File: src/rtl/sfwd_pkg.sv
package sfwd_pkg;
  localparam int LINK_W = 8;

  typedef enum logic [1:0] {
    PS_IDLE  = 2'd0,
    PS_SPLIT = 2'd1,
    PS_WAIT  = 2'd2,
    PS_DONE  = 2'd3
  } port_st_e;

  // Number of bytes in a request frame: command, address bytes, optional data.
  function automatic int frame_len(input logic wr, input int nab);
    return 1 + nab + (wr ? 1 : 0);
  endfunction

  // Byte at position idx of a request frame; address sent high byte first.
  function automatic logic [LINK_W-1:0] frame_byte(input int idx, input logic wr,
                                                   input logic [31:0] addr, input int nab,
                                                   input logic [LINK_W-1:0] data);
    logic [LINK_W-1:0] b;
    if (idx == 0)        b = {{(LINK_W-1){1'b0}}, wr};
    else if (idx <= nab) b = addr[LINK_W*(nab-idx) +: LINK_W];
    else                 b = data;
    return b;
  endfunction
endpackage

File: src/rtl/sfwd_link_tx.sv
module sfwd_link_tx
  import sfwd_pkg::*;
#(
  parameter int ADDR_W = 16
) (
  input  logic              clk,
  input  logic              rst,
  input  logic              start,
  input  logic              wr_in,
  input  logic [ADDR_W-1:0] addr_in,
  input  logic [LINK_W-1:0] data_in,
  output logic [LINK_W-1:0] tx_data,
  output logic              tx_valid,
  input  logic              tx_ready,
  output logic              done
);
  localparam int NAB    = ADDR_W / LINK_W;
  localparam int MAXLEN = NAB + 2;
  localparam int IW     = $clog2(MAXLEN + 1);

  logic              busy;
  logic              wr_q;
  logic [ADDR_W-1:0] addr_q;
  logic [LINK_W-1:0] data_q;
  logic [IW-1:0]     idx;
  logic              last;
  logic              hs;

  assign last     = (idx == IW'(frame_len(wr_q, NAB) - 1));
  assign hs       = busy & tx_ready;
  assign done     = hs & last;
  assign tx_valid = busy;
  assign tx_data  = frame_byte(int'(idx), wr_q, 32'(addr_q), NAB, data_q);

  always_ff @(posedge clk or posedge rst) begin
    if (rst) begin
      busy   <= 1'b0;
      wr_q   <= 1'b0;
      addr_q <= '0;
      data_q <= '0;
      idx    <= '0;
    end else if (start) begin
      busy   <= 1'b1;
      idx    <= '0;
      wr_q   <= wr_in;
      addr_q <= addr_in;
      data_q <= data_in;
    end else if (hs) begin
      if (last) busy <= 1'b0;
      idx <= idx + 1'b1;
    end
  end
endmodule

File: src/rtl/sfwd_rsp_cap.sv
module sfwd_rsp_cap
  import sfwd_pkg::*;
(
  input  logic              clk,
  input  logic              rst,
  input  logic              rd_start,
  input  logic              finish,
  input  logic              rx_valid,
  input  logic [LINK_W-1:0] rx_data,
  output logic              rd_busy,
  output logic              rsp_got,
  output logic [LINK_W-1:0] rsp_byte
);
  logic take;
  assign take = rx_valid & rd_busy & ~rsp_got & ~finish;

  always_ff @(posedge clk or posedge rst) begin
    if (rst) begin
      rd_busy  <= 1'b0;
      rsp_got  <= 1'b0;
      rsp_byte <= '0;
    end else begin
      if (finish) begin
        rd_busy <= 1'b0;
        rsp_got <= 1'b0;
      end else if (rd_start) begin
        rd_busy <= 1'b1;
      end
      if (take) begin
        rsp_got  <= 1'b1;
        rsp_byte <= rx_data;
      end
    end
  end
endmodule

File: src/rtl/sfwd_port_fsm.sv
module sfwd_port_fsm
  import sfwd_pkg::*;
(
  input  logic clk,
  input  logic rst,
  input  logic req,
  input  logic link_done,
  input  logic grant,
  output logic accept,
  output logic sp_split,
  output logic phase_done
);
  port_st_e st, st_nx;

  assign accept     = (st == PS_IDLE) & req;
  assign sp_split   = (st == PS_SPLIT);
  assign phase_done = (st == PS_DONE);

  always_comb begin
    st_nx = st;
    unique case (st)
      PS_IDLE:  if (req)       st_nx = PS_SPLIT;
      PS_SPLIT: if (link_done) st_nx = PS_WAIT;
      PS_WAIT:  if (grant)     st_nx = PS_DONE;
      PS_DONE:                 st_nx = PS_IDLE;
      default:                 st_nx = PS_IDLE;
    endcase
  end

  always_ff @(posedge clk or posedge rst) begin
    if (rst) st <= PS_IDLE;
    else     st <= st_nx;
  end
endmodule

File: src/rtl/sfwd_remote_slave.sv
module sfwd_remote_slave
  import sfwd_pkg::*;
#(
  parameter int ADDR_W = 16
) (
  input  logic              clk,
  input  logic              rst,
  input  logic              bus_req,
  input  logic              bus_we,
  input  logic [ADDR_W-1:0] bus_addr,
  input  logic [LINK_W-1:0] bus_wdata,
  output logic [LINK_W-1:0] bus_rdata,
  output logic              bus_ready,
  output logic              bus_split,
  input  logic              bus_split_grant,
  output logic [LINK_W-1:0] lnk_tx_data,
  output logic              lnk_tx_valid,
  input  logic              lnk_tx_ready,
  input  logic [LINK_W-1:0] lnk_rx_data,
  input  logic              lnk_rx_valid
);
  // Named internal events, visible to the bound checker.
  logic accept;
  logic link_done;
  logic sp_split;
  logic sp_grant;
  logic rd_busy;
  logic rsp_got;
  logic rd_pending;

  assign rd_pending = rd_busy & ~rsp_got;
  assign bus_split  = sp_split | rd_pending;
  assign sp_grant   = rd_busy ? (bus_split_grant & rsp_got) : bus_split_grant;

  sfwd_port_fsm u_port (
    .clk        (clk),
    .rst        (rst),
    .req        (bus_req),
    .link_done  (link_done),
    .grant      (sp_grant),
    .accept     (accept),
    .sp_split   (sp_split),
    .phase_done (bus_ready)
  );

  sfwd_link_tx #(.ADDR_W(ADDR_W)) u_tx (
    .clk      (clk),
    .rst      (rst),
    .start    (accept),
    .wr_in    (bus_we),
    .addr_in  (bus_addr),
    .data_in  (bus_wdata),
    .tx_data  (lnk_tx_data),
    .tx_valid (lnk_tx_valid),
    .tx_ready (lnk_tx_ready),
    .done     (link_done)
  );

  sfwd_rsp_cap u_rsp (
    .clk      (clk),
    .rst      (rst),
    .rd_start (accept & ~bus_we),
    .finish   (bus_ready),
    .rx_valid (lnk_rx_valid),
    .rx_data  (lnk_rx_data),
    .rd_busy  (rd_busy),
    .rsp_got  (rsp_got),
    .rsp_byte (bus_rdata)
  );
endmodule

File: config.mk
export PLATFORM = sky130hd
export DESIGN_NAME = sfwd_remote_slave
export DESIGN_NICKNAME = d
export VERILOG_FILES = /design/src/rtl/sfwd_pkg.sv /design/src/rtl/sfwd_link_tx.sv /design/src/rtl/sfwd_rsp_cap.sv /design/src/rtl/sfwd_port_fsm.sv /design/src/rtl/sfwd_remote_slave.sv
export SDC_FILE = /design/constraint.sdc
export NUM_CORES = 1
export LEC_CHECK = 0
export ABC_CLOCK_PERIOD_IN_PS = 2680
export CELL_PAD_IN_SITES_DETAIL_PLACEMENT = 1
export CELL_PAD_IN_SITES_GLOBAL_PLACEMENT = 2
export CORE_MARGIN = 5
export CORE_UTILIZATION = 30
export DETAILED_ROUTE_END_ITERATION = 12
export PLACE_DENSITY_LB_ADDON = 0.1
export SETUP_SLACK_MARGIN = 0.1
export SKIP_CTS_REPAIR_TIMING = 1
export SLEW_MARGIN = 20
export SYNTH_ARGS = -nofsm -noshare
export SYNTH_HDL_FRONTEND = slang
export SYNTH_SLANG_ARGS = --single-unit
File: constraint.sdc
create_clock -name clk -period 2.68 [get_ports clk]
set_input_delay 0.67 -clock clk [delete_from_list [all_inputs] [get_ports clk]]
set_output_delay 0.67 -clock clk [all_outputs]
set_load 0.03 [all_outputs]
==> impl_metrics.prom <==
# TYPE chip_impl_metric gauge
chip_impl_info{name="worstSetupStartpointType",value="register"} 1
chip_impl_metric{name="groute.usage.overall",unit=""} 0.120
chip_impl_metric{name="tns",unit="ns"} -1.39
chip_impl_metric{name="cells_after_synth",unit=""} 158
chip_impl_metric{name="die_h",unit="µm"} 91.3
chip_impl_metric{name="rows",unit=""} 29
chip_impl_metric{name="synth_largest_type_area_fraction",unit=""} 0.517
chip_impl_metric{name="syn_nets",unit=""} 207
chip_impl_metric{name="post-route-cell-area",unit="mm²"} 0.00290
chip_impl_metric{name="die-area",unit="mm²"} 0.00834
chip_impl_metric{name="power-per-cell-area",unit="mW/mm²"} 390
chip_impl_metric{name="dpl_worst_slack",unit="ns"} -0.0134
chip_impl_metric{name="netlist_area",unit="mm²"} 0.00198
chip_impl_metric{name="design.portCount",unit=""} 58
chip_impl_metric{name="core_outline_area",unit="mm²"} 0.00639
chip_impl_metric{name="areaGrowthSynthToFinish",unit="%"} 46.0
chip_impl_metric{name="htree_levels",unit=""} 2
chip_impl_info{name="status",value="finished with violations"} 1
chip_impl_metric{name="antennaDiodeCount",unit=""} 0
chip_impl_metric{name="fmax",unit="MHz"} 349
chip_impl_metric{name="grt_first_pass_wirelength",unit="µm"} 7980
chip_impl_metric{name="final.fill_count",unit=""} 688
chip_impl_info{name="critPathCaptureType",value="primary output"} 1
chip_impl_info{name="final_common_cell",value="sky130_fd_sc_hd__clkdlybuf4s50_1"} 1
chip_impl_info{name="synth_top_family_by_area",value="multiplexers"} 1
chip_impl_metric{name="grt_max_degree",unit=""} 27
chip_impl_metric{name="crit_path_max_fanout",unit=""} 8
chip_impl_metric{name="nets",unit=""} 278
chip_impl_metric{name="floorplan.die.width",unit="µm"} 91.3
chip_impl_metric{name="worst_ep_arrival_time",unit="ns"} 2.19
chip_impl_metric{name="initial_utilization",unit=""} 0.311
chip_impl_metric{name="grt_antenna_before_repair",unit=""} 0
chip_impl_info{name="cts_tree",value="built"} 1
chip_impl_metric{name="detail_route.first_pass.iterations",unit=""} 4
chip_impl_metric{name="wl",unit="µm"} 4830
chip_impl_metric{name="power.ir.vdd_worst",unit="µV"} 212
chip_impl_metric{name="synth.area.mux_share",unit=""} 0.250
chip_impl_metric{name="setup_viol",unit=""} 8
chip_impl_metric{name="synth_sequential_area_ratio",unit=""} 0.517
chip_impl_metric{name="totalPowerFinal",unit="mW"} 1.13
chip_impl_metric{name="detail_route.drc_violations",unit=""} 0
chip_impl_metric{name="ys_ff_latch",unit=""} 41
chip_impl_metric{name="drive_above_1_share",unit=""} 0.348
chip_impl_metric{name="drt_iter0_drc",unit=""} 27
chip_impl_metric{name="gp_congestion",unit=""} 0.781
chip_impl_metric{name="vias_in_the_first_global_route",unit=""} 1616
chip_impl_info{name="hold_class",value="reg2reg"} 1
chip_impl_metric{name="overflow",unit=""} 0
chip_impl_metric{name="critical_path_required",unit="ns"} 2.01
chip_impl_metric{name="leakage",unit="nW"} 1.39
chip_impl_info{name="cts_root_buf",value="sky130_fd_sc_hd__clkbuf_8"} 1
chip_impl_metric{name="clock_insertion_delay_worst_skew",unit="ns"} 0.29
chip_impl_metric{name="fin_crit",unit="ns"} 2.86
chip_impl_metric{name="timing_hold_violations_final",unit=""} 0
chip_impl_metric{name="distinct_cell_type_count_of_the_synthesized_netlist",unit=""} 25
chip_impl_metric{name="xor_xnor_share_of_the_synthesized_area",unit=""} 0.00883
chip_impl_metric{name="synth-warning-count",unit=""} 0
chip_impl_metric{name="cts.sink_count",unit=""} 41
chip_impl_metric{name="placed_area",unit="mm²"} 0.00271
chip_impl_metric{name="clock_tree.buffer_depth",unit=""} 2
chip_impl_metric{name="worst_slew_pin_slew",unit="ns"} 0.545
chip_impl_metric{name="max_slew_margin",unit=""} 0.636
chip_impl_info{name="timing_worst_setup_path_type",value="reg2out"} 1
chip_impl_metric{name="route.detailed.wl_per_inst",unit="µm"} 15.7
chip_impl_metric{name="maxCapViolCount",unit=""} 0
chip_impl_metric{name="clkSlewWorstSetupHoldPaths",unit="ns"} 0.08
chip_impl_metric{name="synth.avg_cell_area",unit="µm²"} 12.6
chip_impl_metric{name="dr_total_vias",unit=""} 1431
chip_impl_info{name="post_synthesis_cell_type_with_the_largest_combined_area",value="sky130_fd_sc_hd__dfrtp_1"} 1
chip_impl_info{name="final_cell_mix",value="sky130_fd_sc_hd__clkdlybuf4s50_1, sky130_fd_sc_hd__dfrtp_1, sky130_fd_sc_hd__mux2_2, sky130_fd_sc_hd__mux2i_1, sky130_fd_sc_hd__buf_4"} 1
chip_impl_metric{name="clock_skew",unit="ns"} 0.00513
chip_impl_info{name="failed_checks",value="setup timing"} 1
chip_impl_metric{name="adder_cell_area_share_of_the_yosys_netlist",unit=""} 0.0631
chip_impl_metric{name="synth-compound-area-share",unit=""} 0.0511
chip_impl_metric{name="period_share",unit=""} 1.07
chip_impl_metric{name="yosys.area_share.simple",unit=""} 0.0813
chip_impl_metric{name="portBuffers",unit=""} 57
chip_impl_metric{name="setup_ws_final",unit="ns"} -0.185
chip_impl_metric{name="vias_per_cell",unit=""} 4.66
chip_impl_info{name="ys_top_cells_by_area",value="sky130_fd_sc_hd__dfrtp_1, sky130_fd_sc_hd__mux2_2, sky130_fd_sc_hd__ha_1, sky130_fd_sc_hd__mux2i_1, sky130_fd_sc_hd__a21oi_1"} 1
chip_impl_metric{name="antenna_violating_nets_post_route",unit=""} 0
chip_impl_info{name="rsz0062_at_grt",value="true"} 1
chip_impl_metric{name="place_hpwl",unit="µm"} 3840
chip_impl_metric{name="final_max_slew_viol_count",unit=""} 0
chip_impl_metric{name="timing.hold.ws",unit="ns"} 0.493
chip_impl_metric{name="cts_buf_count",unit=""} 5
## critical path, stage by stage, from the launching register on
cell	delay, ns
sky130_fd_sc_hd__dfrtp_1	0.41
sky130_fd_sc_hd__ha_2	0.20
sky130_fd_sc_hd__inv_2	0.07
sky130_fd_sc_hd__ha_4	0.20
sky130_fd_sc_hd__nor2_4	0.07
sky130_fd_sc_hd__o211ai_1	0.21
sky130_fd_sc_hd__or3_4	0.46
sky130_fd_sc_hd__a21oi_4	0.14
sky130_fd_sc_hd__buf_6	0.14
## power breakdown
part | leakage, nW | switching [mW] | internal, mW
clock | 0.0374 | 0.214 | 0.183
combinational | 0.806 | 0.0386 | 0.0658
sequential | 0.550 | 0.00355 | 0.625
## through the flow
stage / instances / util
floorplan: 158 / -
global placement: 295 / 0.424
detailed placement: 295 / 0.424
CTS: 303 / 0.438
global route: 307 / 0.454
finish: 307 / 0.454
## synthesized netlist by cell type, drive strengths merged
cell type,instances
a21o,1
a21oi,13
a221o,1
a22o,1
and2b,1
buf,2
clkbuf,3
dfrtp,41
ha,10
inv,8
mux2,34
mux2i,11
nand2,10
nand2b,1
nor2,5
nor2b,2
nor3b,1
o211ai,1
or2b,1
or3,8
or4,1
xnor2,1
xor2,1
## layout make-up
class / count / area, µm² / share of cell area
Clock buffer: 6 / 72.6 / 0.0251
Clock inverter: 2 / 15.0 / 0.00518
Inverter: 8 / 30.0 / 0.0104
Multi-Input combinational cell: 104 / 972 / 0.336
Sequential cell: 41 / 1030 / 0.355
Tap cell: 77 / 96.3 / 0.0333
Timing Repair Buffer: 69 / 683 / 0.236
## logic make-up (layout without fill, tap and decap cells)
group           count (synthesis)  in the layout
mux                            45             45
xor+xnor                        2              2
flops                          41             41
simple gates                   30             30
buf+inv                        13             85
fa+ha+maj                      10             10
compound gates                 17             17
## final timing paths
path / start / end / slack (ns) / cells after the start
worst max-delay path: u_tx.idx[1]$_DFFE_PP0P_ / lnk_tx_data[4] / -0.18 / 8
min in group asynchronous: rst / u_rsp.rsp_byte[2]$_DFFE_PP0P_ / 0.61 / 2
worst min-delay path: u_rsp.rsp_got$_DFFE_PP0P_ / u_rsp.rsp_got$_DFFE_PP0P_ / 0.49 / 1
worst max register to register: u_tx.idx[0]$_DFFE_PP0P_ / u_port.st[1]$_DFFE_PP0P_ / 0.60 / 6
worst min register to register: u_rsp.rsp_got$_DFFE_PP0P_ / u_rsp.rsp_got$_DFFE_PP0P_ / 0.49 / 1
max in group asynchronous: rst / u_tx.idx[2]$_DFFE_PP0P_ / 1.54 / 3
## registers in the layout (all words and copies together), names as in the netlist
signal,count
u_tx.addr_q,16
u_rsp.rsp_byte,8
u_tx.data_q,8
u_tx.idx,3
u_port.st,2
u_rsp.rd_busy,1
u_rsp.rsp_got,1
u_tx.tx_valid,1
u_tx.wr_q,1
## metal layers
layer / track usage / wire length (µm) / vias up
li1: - / - / 686
met1: 0.150 / 2050 / 705
met2: 0.198 / 2450 / 35
met3: 0.0388 / 274 / 5
met4: 0.0330 / 50 / 0
met5: 0 / 0 / -
No activity file was read; power rests on OpenSTA's default activity.
